===== src/rtl/lcd_raster_pkg.sv =====
package lcd_raster_pkg;

  // Horizontal timing word; the bit positions follow the register layout.
  typedef struct packed {
    logic [7:0] hbp;   // back porch - 1
    logic [7:0] hfp;   // front porch - 1
    logic [7:0] hsw;   // sync width - 1
    logic [5:0] ppl;   // width / 16 - 1
    logic [1:0] rsvd;
  } hTiming_t;

  // Vertical timing word.
  typedef struct packed {
    logic [7:0] vbp;   // back porch lines
    logic [7:0] vfp;   // front porch lines
    logic [5:0] vsw;   // sync lines - 1
    logic [9:0] lpp;   // active lines - 1
  } vTiming_t;

  // Strobes from control to datapath.
  typedef struct packed {
    logic hSync;
    logic vSync;
    logic hAct;
    logic vAct;
    logic pixStep;
    logic lineEnd;
    logic frameEnd;
    logic frameStart;
  } ctlStrobes_t;

  localparam int CTRL_RUN_BIT   = 0;
  localparam int CTRL_INV_VS    = 11;
  localparam int CTRL_INV_HS    = 12;
  localparam int CTRL_INV_PCLK  = 13;
  localparam int CTRL_INV_DE    = 14;

endpackage


===== src/rtl/lcd_raster_ctl.sv =====
module lcd_raster_ctl
  import lcd_raster_pkg::*;
#(
  parameter int H_CNT_W = 12,
  parameter int V_CNT_W = 11
) (
  input  logic        clk,
  input  logic        rstN,
  input  logic        pixEn,
  input  logic        run,
  input  hTiming_t    hCfg,
  input  vTiming_t    vCfg,
  output ctlStrobes_t st
);

  logic [H_CNT_W-1:0] hCnt, hSyncLen, hActStart, hActEnd, hTotal;
  logic [V_CNT_W-1:0] vCnt, vSyncLen, vActStart, vActEnd, vTotal;
  logic lastPix, lastLine, step;

  // Phase boundaries derived from the loaded timing words.
  assign hSyncLen  = H_CNT_W'(hCfg.hsw) + H_CNT_W'(1);
  assign hActStart = hSyncLen + H_CNT_W'(hCfg.hbp) + H_CNT_W'(1);
  assign hActEnd   = hActStart + H_CNT_W'({hCfg.ppl, 4'b0000}) + H_CNT_W'(16);
  assign hTotal    = hActEnd + H_CNT_W'(hCfg.hfp) + H_CNT_W'(1);

  assign vSyncLen  = V_CNT_W'(vCfg.vsw) + V_CNT_W'(1);
  assign vActStart = vSyncLen + V_CNT_W'(vCfg.vbp);
  assign vActEnd   = vActStart + V_CNT_W'(vCfg.lpp) + V_CNT_W'(1);
  assign vTotal    = vActEnd + V_CNT_W'(vCfg.vfp);

  assign lastPix  = (hCnt == hTotal - H_CNT_W'(1));
  assign lastLine = (vCnt == vTotal - V_CNT_W'(1));
  assign step     = run & pixEn;

  always_ff @(posedge clk or negedge rstN) begin
    if (!rstN) begin
      hCnt <= '0;
      vCnt <= '0;
    end else if (!run) begin
      hCnt <= '0;
      vCnt <= '0;
    end else if (pixEn) begin
      if (lastPix) begin
        hCnt <= '0;
        vCnt <= lastLine ? '0 : vCnt + V_CNT_W'(1);
      end else begin
        hCnt <= hCnt + H_CNT_W'(1);
      end
    end
  end

  always_comb begin
    st            = '0;
    st.hSync      = run & (hCnt < hSyncLen);
    st.vSync      = run & (vCnt < vSyncLen);
    st.hAct       = run & (hCnt >= hActStart) & (hCnt < hActEnd);
    st.vAct       = run & (vCnt >= vActStart) & (vCnt < vActEnd);
    st.pixStep    = step;
    st.lineEnd    = step & lastPix;
    st.frameEnd   = step & lastPix & lastLine;
    st.frameStart = step & (hCnt == hActStart) & (vCnt == vActStart);
  end

  AST_HOLD_NO_PIXEN: assert property (@(posedge clk) disable iff (!rstN)
    (run && !pixEn) |=> ($stable(hCnt) && $stable(vCnt)));
  AST_H_IN_FRAME: assert property (@(posedge clk) disable iff (!rstN)
    run |-> (hCnt < hTotal));
  AST_V_IN_FRAME: assert property (@(posedge clk) disable iff (!rstN)
    run |-> (vCnt < vTotal));
  AST_FS_SINGLE: assert property (@(posedge clk) disable iff (!rstN)
    st.frameStart |=> !st.frameStart);

endmodule


===== src/rtl/lcd_raster_dp.sv =====
module lcd_raster_dp
  import lcd_raster_pkg::*;
#(
  parameter int H_CNT_W = 12,
  parameter int V_CNT_W = 11,
  parameter int ADDR_W  = 2,
  parameter int DATA_W  = 32
) (
  input  logic               clk,
  input  logic               rstN,
  input  logic               regWe,
  input  logic [ADDR_W-1:0]  regAddr,
  input  logic [DATA_W-1:0]  regWdata,
  input  ctlStrobes_t        st,
  output hTiming_t           hCfg,
  output vTiming_t           vCfg,
  output logic               run,
  output logic               hsyncOut,
  output logic               vsyncOut,
  output logic               deOut,
  output logic               pclkInvOut,
  output logic [H_CNT_W-1:0] xPos,
  output logic [V_CNT_W-1:0] yPos
);

  localparam int N_POL = 3;

  logic [DATA_W-1:0] progH, progV, ctrlWord;
  logic              loadShadow;
  logic [N_POL-1:0]  rawSig, invSig, polSig;

  // Staged timing words and the control word.
  always_ff @(posedge clk or negedge rstN) begin
    if (!rstN) begin
      progH    <= '0;
      progV    <= '0;
      ctrlWord <= '0;
    end else if (regWe) begin
      case (regAddr)
        ADDR_W'(0): progH    <= regWdata;
        ADDR_W'(1): progV    <= regWdata;
        ADDR_W'(2): ctrlWord <= regWdata;
        default: ;
      endcase
    end
  end

  assign run        = ctrlWord[CTRL_RUN_BIT];
  assign loadShadow = !run | st.frameEnd;

  // Live timing is adopted only at the frame wrap or while stopped.
  always_ff @(posedge clk or negedge rstN) begin
    if (!rstN) begin
      hCfg <= '0;
      vCfg <= '0;
    end else if (loadShadow) begin
      hCfg <= hTiming_t'(progH);
      vCfg <= vTiming_t'(progV);
    end
  end

  always_ff @(posedge clk or negedge rstN) begin
    if (!rstN) begin
      xPos <= '0;
      yPos <= '0;
    end else begin
      if (!run || st.lineEnd)          xPos <= '0;
      else if (st.pixStep && st.hAct)  xPos <= xPos + H_CNT_W'(1);
      if (!run || st.frameEnd)         yPos <= '0;
      else if (st.lineEnd && st.vAct)  yPos <= yPos + V_CNT_W'(1);
    end
  end

  assign rawSig = {st.hAct & st.vAct, st.hSync, st.vSync};
  assign invSig = {ctrlWord[CTRL_INV_DE], ctrlWord[CTRL_INV_HS], ctrlWord[CTRL_INV_VS]};

  for (genvar i = 0; i < N_POL; i++) begin : g_pol
    assign polSig[i] = rawSig[i] ^ invSig[i];
  end

  assign deOut      = polSig[2];
  assign hsyncOut   = polSig[1];
  assign vsyncOut   = polSig[0];
  assign pclkInvOut = ctrlWord[CTRL_INV_PCLK];

  AST_IDLE_SYNC: assert property (@(posedge clk) disable iff (!rstN)
    !run |-> (hsyncOut == invSig[1] && vsyncOut == invSig[0] && deOut == invSig[2]));
  AST_FS_IN_DE: assert property (@(posedge clk) disable iff (!rstN)
    st.frameStart |-> (deOut != invSig[2]));

endmodule


===== src/rtl/lcd_raster_timer.sv =====
module lcd_raster_timer
  import lcd_raster_pkg::*;
#(
  parameter int H_CNT_W = 12,
  parameter int V_CNT_W = 11,
  parameter int ADDR_W  = 2,
  parameter int DATA_W  = 32
) (
  input  logic               clk,
  input  logic               rstN,
  input  logic               pixEn,
  input  logic               regWe,
  input  logic [ADDR_W-1:0]  regAddr,
  input  logic [DATA_W-1:0]  regWdata,
  output logic               hsyncOut,
  output logic               vsyncOut,
  output logic               deOut,
  output logic               pclkInvOut,
  output logic               frameStart,
  output logic [H_CNT_W-1:0] xPos,
  output logic [V_CNT_W-1:0] yPos
);

  ctlStrobes_t st;
  hTiming_t    hCfg;
  vTiming_t    vCfg;
  logic        run;

  lcd_raster_ctl #(.H_CNT_W(H_CNT_W), .V_CNT_W(V_CNT_W)) u_ctl (
    .clk(clk), .rstN(rstN), .pixEn(pixEn), .run(run),
    .hCfg(hCfg), .vCfg(vCfg), .st(st)
  );

  lcd_raster_dp #(.H_CNT_W(H_CNT_W), .V_CNT_W(V_CNT_W),
                  .ADDR_W(ADDR_W), .DATA_W(DATA_W)) u_dp (
    .clk(clk), .rstN(rstN), .regWe(regWe), .regAddr(regAddr),
    .regWdata(regWdata), .st(st), .hCfg(hCfg), .vCfg(vCfg), .run(run),
    .hsyncOut(hsyncOut), .vsyncOut(vsyncOut), .deOut(deOut),
    .pclkInvOut(pclkInvOut), .xPos(xPos), .yPos(yPos)
  );

  assign frameStart = st.frameStart;

endmodule


===== config.mk =====
export PLATFORM = sky130hd
export DESIGN_NAME = lcd_raster_timer
export DESIGN_NICKNAME = d
export VERILOG_FILES = /design/src/rtl/lcd_raster_pkg.sv /design/src/rtl/lcd_raster_ctl.sv /design/src/rtl/lcd_raster_dp.sv /design/src/rtl/lcd_raster_timer.sv
export SDC_FILE = /design/constraint.sdc
export NUM_CORES = 1
export LEC_CHECK = 0
export BUFFER_PORTS_ARGS = -buffer_cell sky130_fd_sc_hd__buf_2
export CORE_MARGIN = 2
export CORE_UTILIZATION = 60
export CTS_CLUSTER_SIZE = 30
export DETAILED_ROUTE_END_ITERATION = 10
export PLACE_DENSITY = 0.79
export SETUP_SLACK_MARGIN = 0.3
export SYNTH_ARGS = -nofsm -noshare
export SYNTH_HDL_FRONTEND = slang
export SYNTH_SLANG_ARGS = --single-unit

===== constraint.sdc =====
create_clock -name clk -period 9.5 [get_ports clk]
set_clock_uncertainty 0.2 [all_clocks]
set_input_delay 1.9 -clock clk [delete_from_list [all_inputs] [get_ports clk]]
set_output_delay 1.9 -clock clk [all_outputs]
set_load 0.05 [all_outputs]

==> implementation parameters <==
Parameter                              Value

Run status
  Status ... completed

Floorplan
  Core area ... between 15000 and 20000 um^2
  Overall die area ... 20700 um^2
  Die outline height ... 144 um
  Boundary pin count ... 66
  Initial Utilization ... 0.608
  Std cell rows ... 51
  Floorplan die width ... approximately 140 um

STA
  Min Clock Period, post-route ... 8.58 ns
  Max-slew headroom ... 0.332
  Timing-limited maximum frequency ... 117 MHz
  Max Transition Viols Final ... 0
  Setup repair after global routing missed its margin ... no
  Setup TNS ... 0 ns
  Final critical-path share of the clock period ... 0.903
  Worst-margin pin slew ... roughly 1.0 ns
  Final number of hold-violating endpoints ... 0
  Final-report setup violation count ... 0

Final layout
  Commonest cells after routing, fill and taps aside ... sky130_fd_sc_hd__dfrtp_1 (175), sky130_fd_sc_hd__ha_1 (117), sky130_fd_sc_hd__mux2_2 (105)
  Ant diodes ... 0
  Net total in the final layout ... 1328
  Share of cells above drive strength 1 ... 0.217
  Final Cell Area ... 12900 um^2
  Area growth syn-to-layout ... 9.69%
  Post-route core utilization ... 0.666
  Fillcell total ... around 1500
  Most common cell after layout, fill and taps aside ... sky130_fd_sc_hd__dfrtp_1

Route
  DRC ... 0
  Length of the first detailed-routing pass in iterations ... 6
  Drt total wl ... 26700 um
  Post-DR wirelength/cell ... 18.5 um
  Final antenna-violating net count ... 0
  Count of routing violations after the opening detailed-route iteration ... 547
  Vias per std cell ... 5.91
  Count of vias placed by the detailed router ... 8538

Critical path
  Cell repeated most along the worst path ... sky130_fd_sc_hd__a21o_1
  Critical path startpoint category ... flip-flop
  Critical Path Max Stage Delay ... 0.45 ns
  Data required time at the worst endpoint ... 7.40 ns
  Max stage delay cell, worst path ... sky130_fd_sc_hd__dfrtp_1
  Endpoint type of the worst setup path ... output port
  Critical Path AT ... 6.48 ns
  Critical Path Fanout Max ... 9
  CP Class ... flip-flop to output port

Global route
  Overall routing resource usage ... 0.274
  Number of global-route vias before repair ... 8306
  Largest net degree at the start of global routing ... 103
  Number of antenna violations at the first check in global routing ... 0
  Remaining Overflow, GRT ... 0
  First-pass GRT wire length ... 43700 um

Clocking
  Quantity of gates resized following cts ... 0
  Cell chosen for the clock root ... sky130_fd_sc_hd__clkbuf_16
  Number of clock sinks ... 175
  Hold_buf cts ... 0
  TritonCTS clock tree ... built
  Clock network latency to the later pin of the worst-skew pair ... 0.44 ns
  Maximum buffer depth of the clock tree ... 2
  CTS H-Tree Depth ... 4
  TritonCTS Buffers ... 17
  Clock slew at the register clock pins of the worst setup and hold paths ... 0.06 ns
  Number of post-CTS setup repair buffers ... 0

Synthesis
  Distinct cell type count of the synthesized netlist ... 85
  Post-synth EDFFs ... 0
  Count of mapped cells out of synthesis ... 1106
  Mapped Area ... 11700 um^2
  Warning count from the yosys run ... 0
  Seq/Total Area, Yosys ... 0.373
  Dominant register cell in the synthesized netlist ... sky130_fd_sc_hd__dfrtp_1
  Async set or reset register ratio after synthesis ... 1.00
  Post-synthesis register bit count ... around 180
  Post-Syn Area per Cell ... 10.6 um^2
  Post-Syn Nets ... about 1300

Placed design
  HPWL after detailed placement ... about 20000 um
  Placed Area ... ~12000 um^2
  Gpl congestion ... between 0.9 and 1
  Quantity of I/O buffers inserted on ports ... between 60 and 70

Hold path
  Worst hold path type ... flip-flop to flip-flop

Run
  Max-cap violations ... 0
==> area by class of cell <==
type	instances	area, um^2	area share
Inverter	99	372	0.0288
Clock inverter	12	145	0.0113
Clock buffer	20	467	0.0362
Tap cell	265	332	0.0257
Sequential cell	175	4380	0.340
Multi-Input combinational cell	804	6820	0.529
Timing Repair Buffer	70	369	0.0286
==> critical path, delay by kind of cell, from the launching register on <==
kind | cells | cell delay [ns]
compound gates | 11 | 2.33
xor+xnor | 4 | 1.03
fa+ha+maj | 5 | 1.45
buf+inv | 2 | 0.38
flops | 1 | 0.45
simple gates | 4 | 0.42
==> cell families (layout without fill, tap and decap cells) <==
| group | count (synthesis) | after routing | synth area share |
|---|---|---|---|
| xor+xnor | 92 | 92 | 0.0732 |
| mux | 139 | 139 | 0.139 |
| compound gates | 190 | 190 | 0.116 |
| simple gates | 260 | 260 | 0.117 |
| buf+inv | 127 | 201 | 0.0469 |
| flops | 175 | 175 | 0.373 |
| fa+ha+maj | 123 | 123 | 0.135 |
==> registers in the layout, summed over array words and instances, names as in the netlist <==
register	count
u_dp.progV	32
u_dp.vCfg	32
u_dp.hCfg	30
u_dp.progH	30
u_ctl.hCnt	12
u_dp.xPos	12
u_ctl.vCnt	11
u_dp.yPos	11
u_dp.ctrlWord	5
==> worst paths after layout <==
path	from	to	slack (ns)	cells after the start
min in group asynchronous	rstN	u_dp.vCfg[21]	1.39	1
setup reg to reg	u_dp.vCfg[10]	u_dp.vCfg[3]	1.97	26
setup / recovery	u_dp.hCfg[8]	deOut	0.92	26
max in group asynchronous	rstN	u_ctl.vCnt[2]	6.27	2
hold reg to reg	u_dp.progV[22]	u_dp.vCfg[22]	0.29	1
hold / removal	u_dp.progV[22]	u_dp.vCfg[22]	0.29	1
==> metal layers <==
| metal | share of wire | track usage |
|---|---|---|
| met3 | 0.045 | 0.0377 |
| met2 | 0.46 | 0.432 |
| met4 | 0.029 | 0.0991 |
| met1 | 0.46 | 0.388 |
| met5 | 0 | 0 |
==> Yosys cell counts, types with 3 or more instances <==
library cell | number | share of area
sky130_fd_sc_hd__a211oi_1 | 11 | 0.0070
sky130_fd_sc_hd__a21o_1 | 23 | 0.015
sky130_fd_sc_hd__a21oi_1 | 36 | 0.015
sky130_fd_sc_hd__a31oi_1 | 5 | 0.0027
sky130_fd_sc_hd__a32o_1 | 3 | 0.0026
sky130_fd_sc_hd__and2_1 | 6 | 0.0032
sky130_fd_sc_hd__and3_1 | 17 | 0.0091
sky130_fd_sc_hd__buf_1 | 4 | 0.0013
sky130_fd_sc_hd__buf_2 | 3 | 0.0013
sky130_fd_sc_hd__buf_4 | 3 | 0.0019
sky130_fd_sc_hd__clkbuf_1 | 13 | 0.0042
sky130_fd_sc_hd__dfrtp_1 | 175 | 0.37
sky130_fd_sc_hd__fa_1 | 6 | 0.010
sky130_fd_sc_hd__ha_1 | 117 | 0.12
sky130_fd_sc_hd__inv_1 | 98 | 0.031
sky130_fd_sc_hd__mux2_1 | 5 | 0.0048
sky130_fd_sc_hd__mux2_2 | 105 | 0.10
sky130_fd_sc_hd__mux2_4 | 20 | 0.026
sky130_fd_sc_hd__mux2i_1 | 9 | 0.0077
sky130_fd_sc_hd__nand2_1 | 44 | 0.014
sky130_fd_sc_hd__nand2b_1 | 14 | 0.0075
sky130_fd_sc_hd__nand3_1 | 32 | 0.014
sky130_fd_sc_hd__nand3b_1 | 4 | 0.0026
sky130_fd_sc_hd__nand4_1 | 15 | 0.0080
sky130_fd_sc_hd__nor2_1 | 67 | 0.021
sky130_fd_sc_hd__nor2b_1 | 10 | 0.0053
sky130_fd_sc_hd__nor3_1 | 15 | 0.0064
sky130_fd_sc_hd__nor4_1 | 15 | 0.0080
sky130_fd_sc_hd__o2111ai_1 | 3 | 0.0022
sky130_fd_sc_hd__o211a_1 | 3 | 0.0026
sky130_fd_sc_hd__o211ai_1 | 7 | 0.0045
sky130_fd_sc_hd__o21a_1 | 12 | 0.0077
sky130_fd_sc_hd__o21ai_0 | 41 | 0.017
sky130_fd_sc_hd__o21ai_1 | 3 | 0.0013
sky130_fd_sc_hd__o21bai_1 | 5 | 0.0032
sky130_fd_sc_hd__o221ai_1 | 3 | 0.0022
sky130_fd_sc_hd__o31ai_1 | 3 | 0.0019
sky130_fd_sc_hd__or2_2 | 4 | 0.0021
sky130_fd_sc_hd__xnor2_1 | 61 | 0.045
sky130_fd_sc_hd__xor2_1 | 27 | 0.020
==> through the flow <==
step           hold slack [ns]  setup slack [ns]  std cells
2_1_floorplan            0.258              1.63       1106
3_3_place_gp             0.270              1.57       1413
3_5_place_dp             0.275              1.45       1413
4_1_cts                  0.289             0.925       1445
5_1_grt                  0.297             0.498       1445
6_report                 0.288             0.917       1445
Power is not shown: default switching activity piles up to over one toggle a cycle in this logic, so the estimate is an artifact.
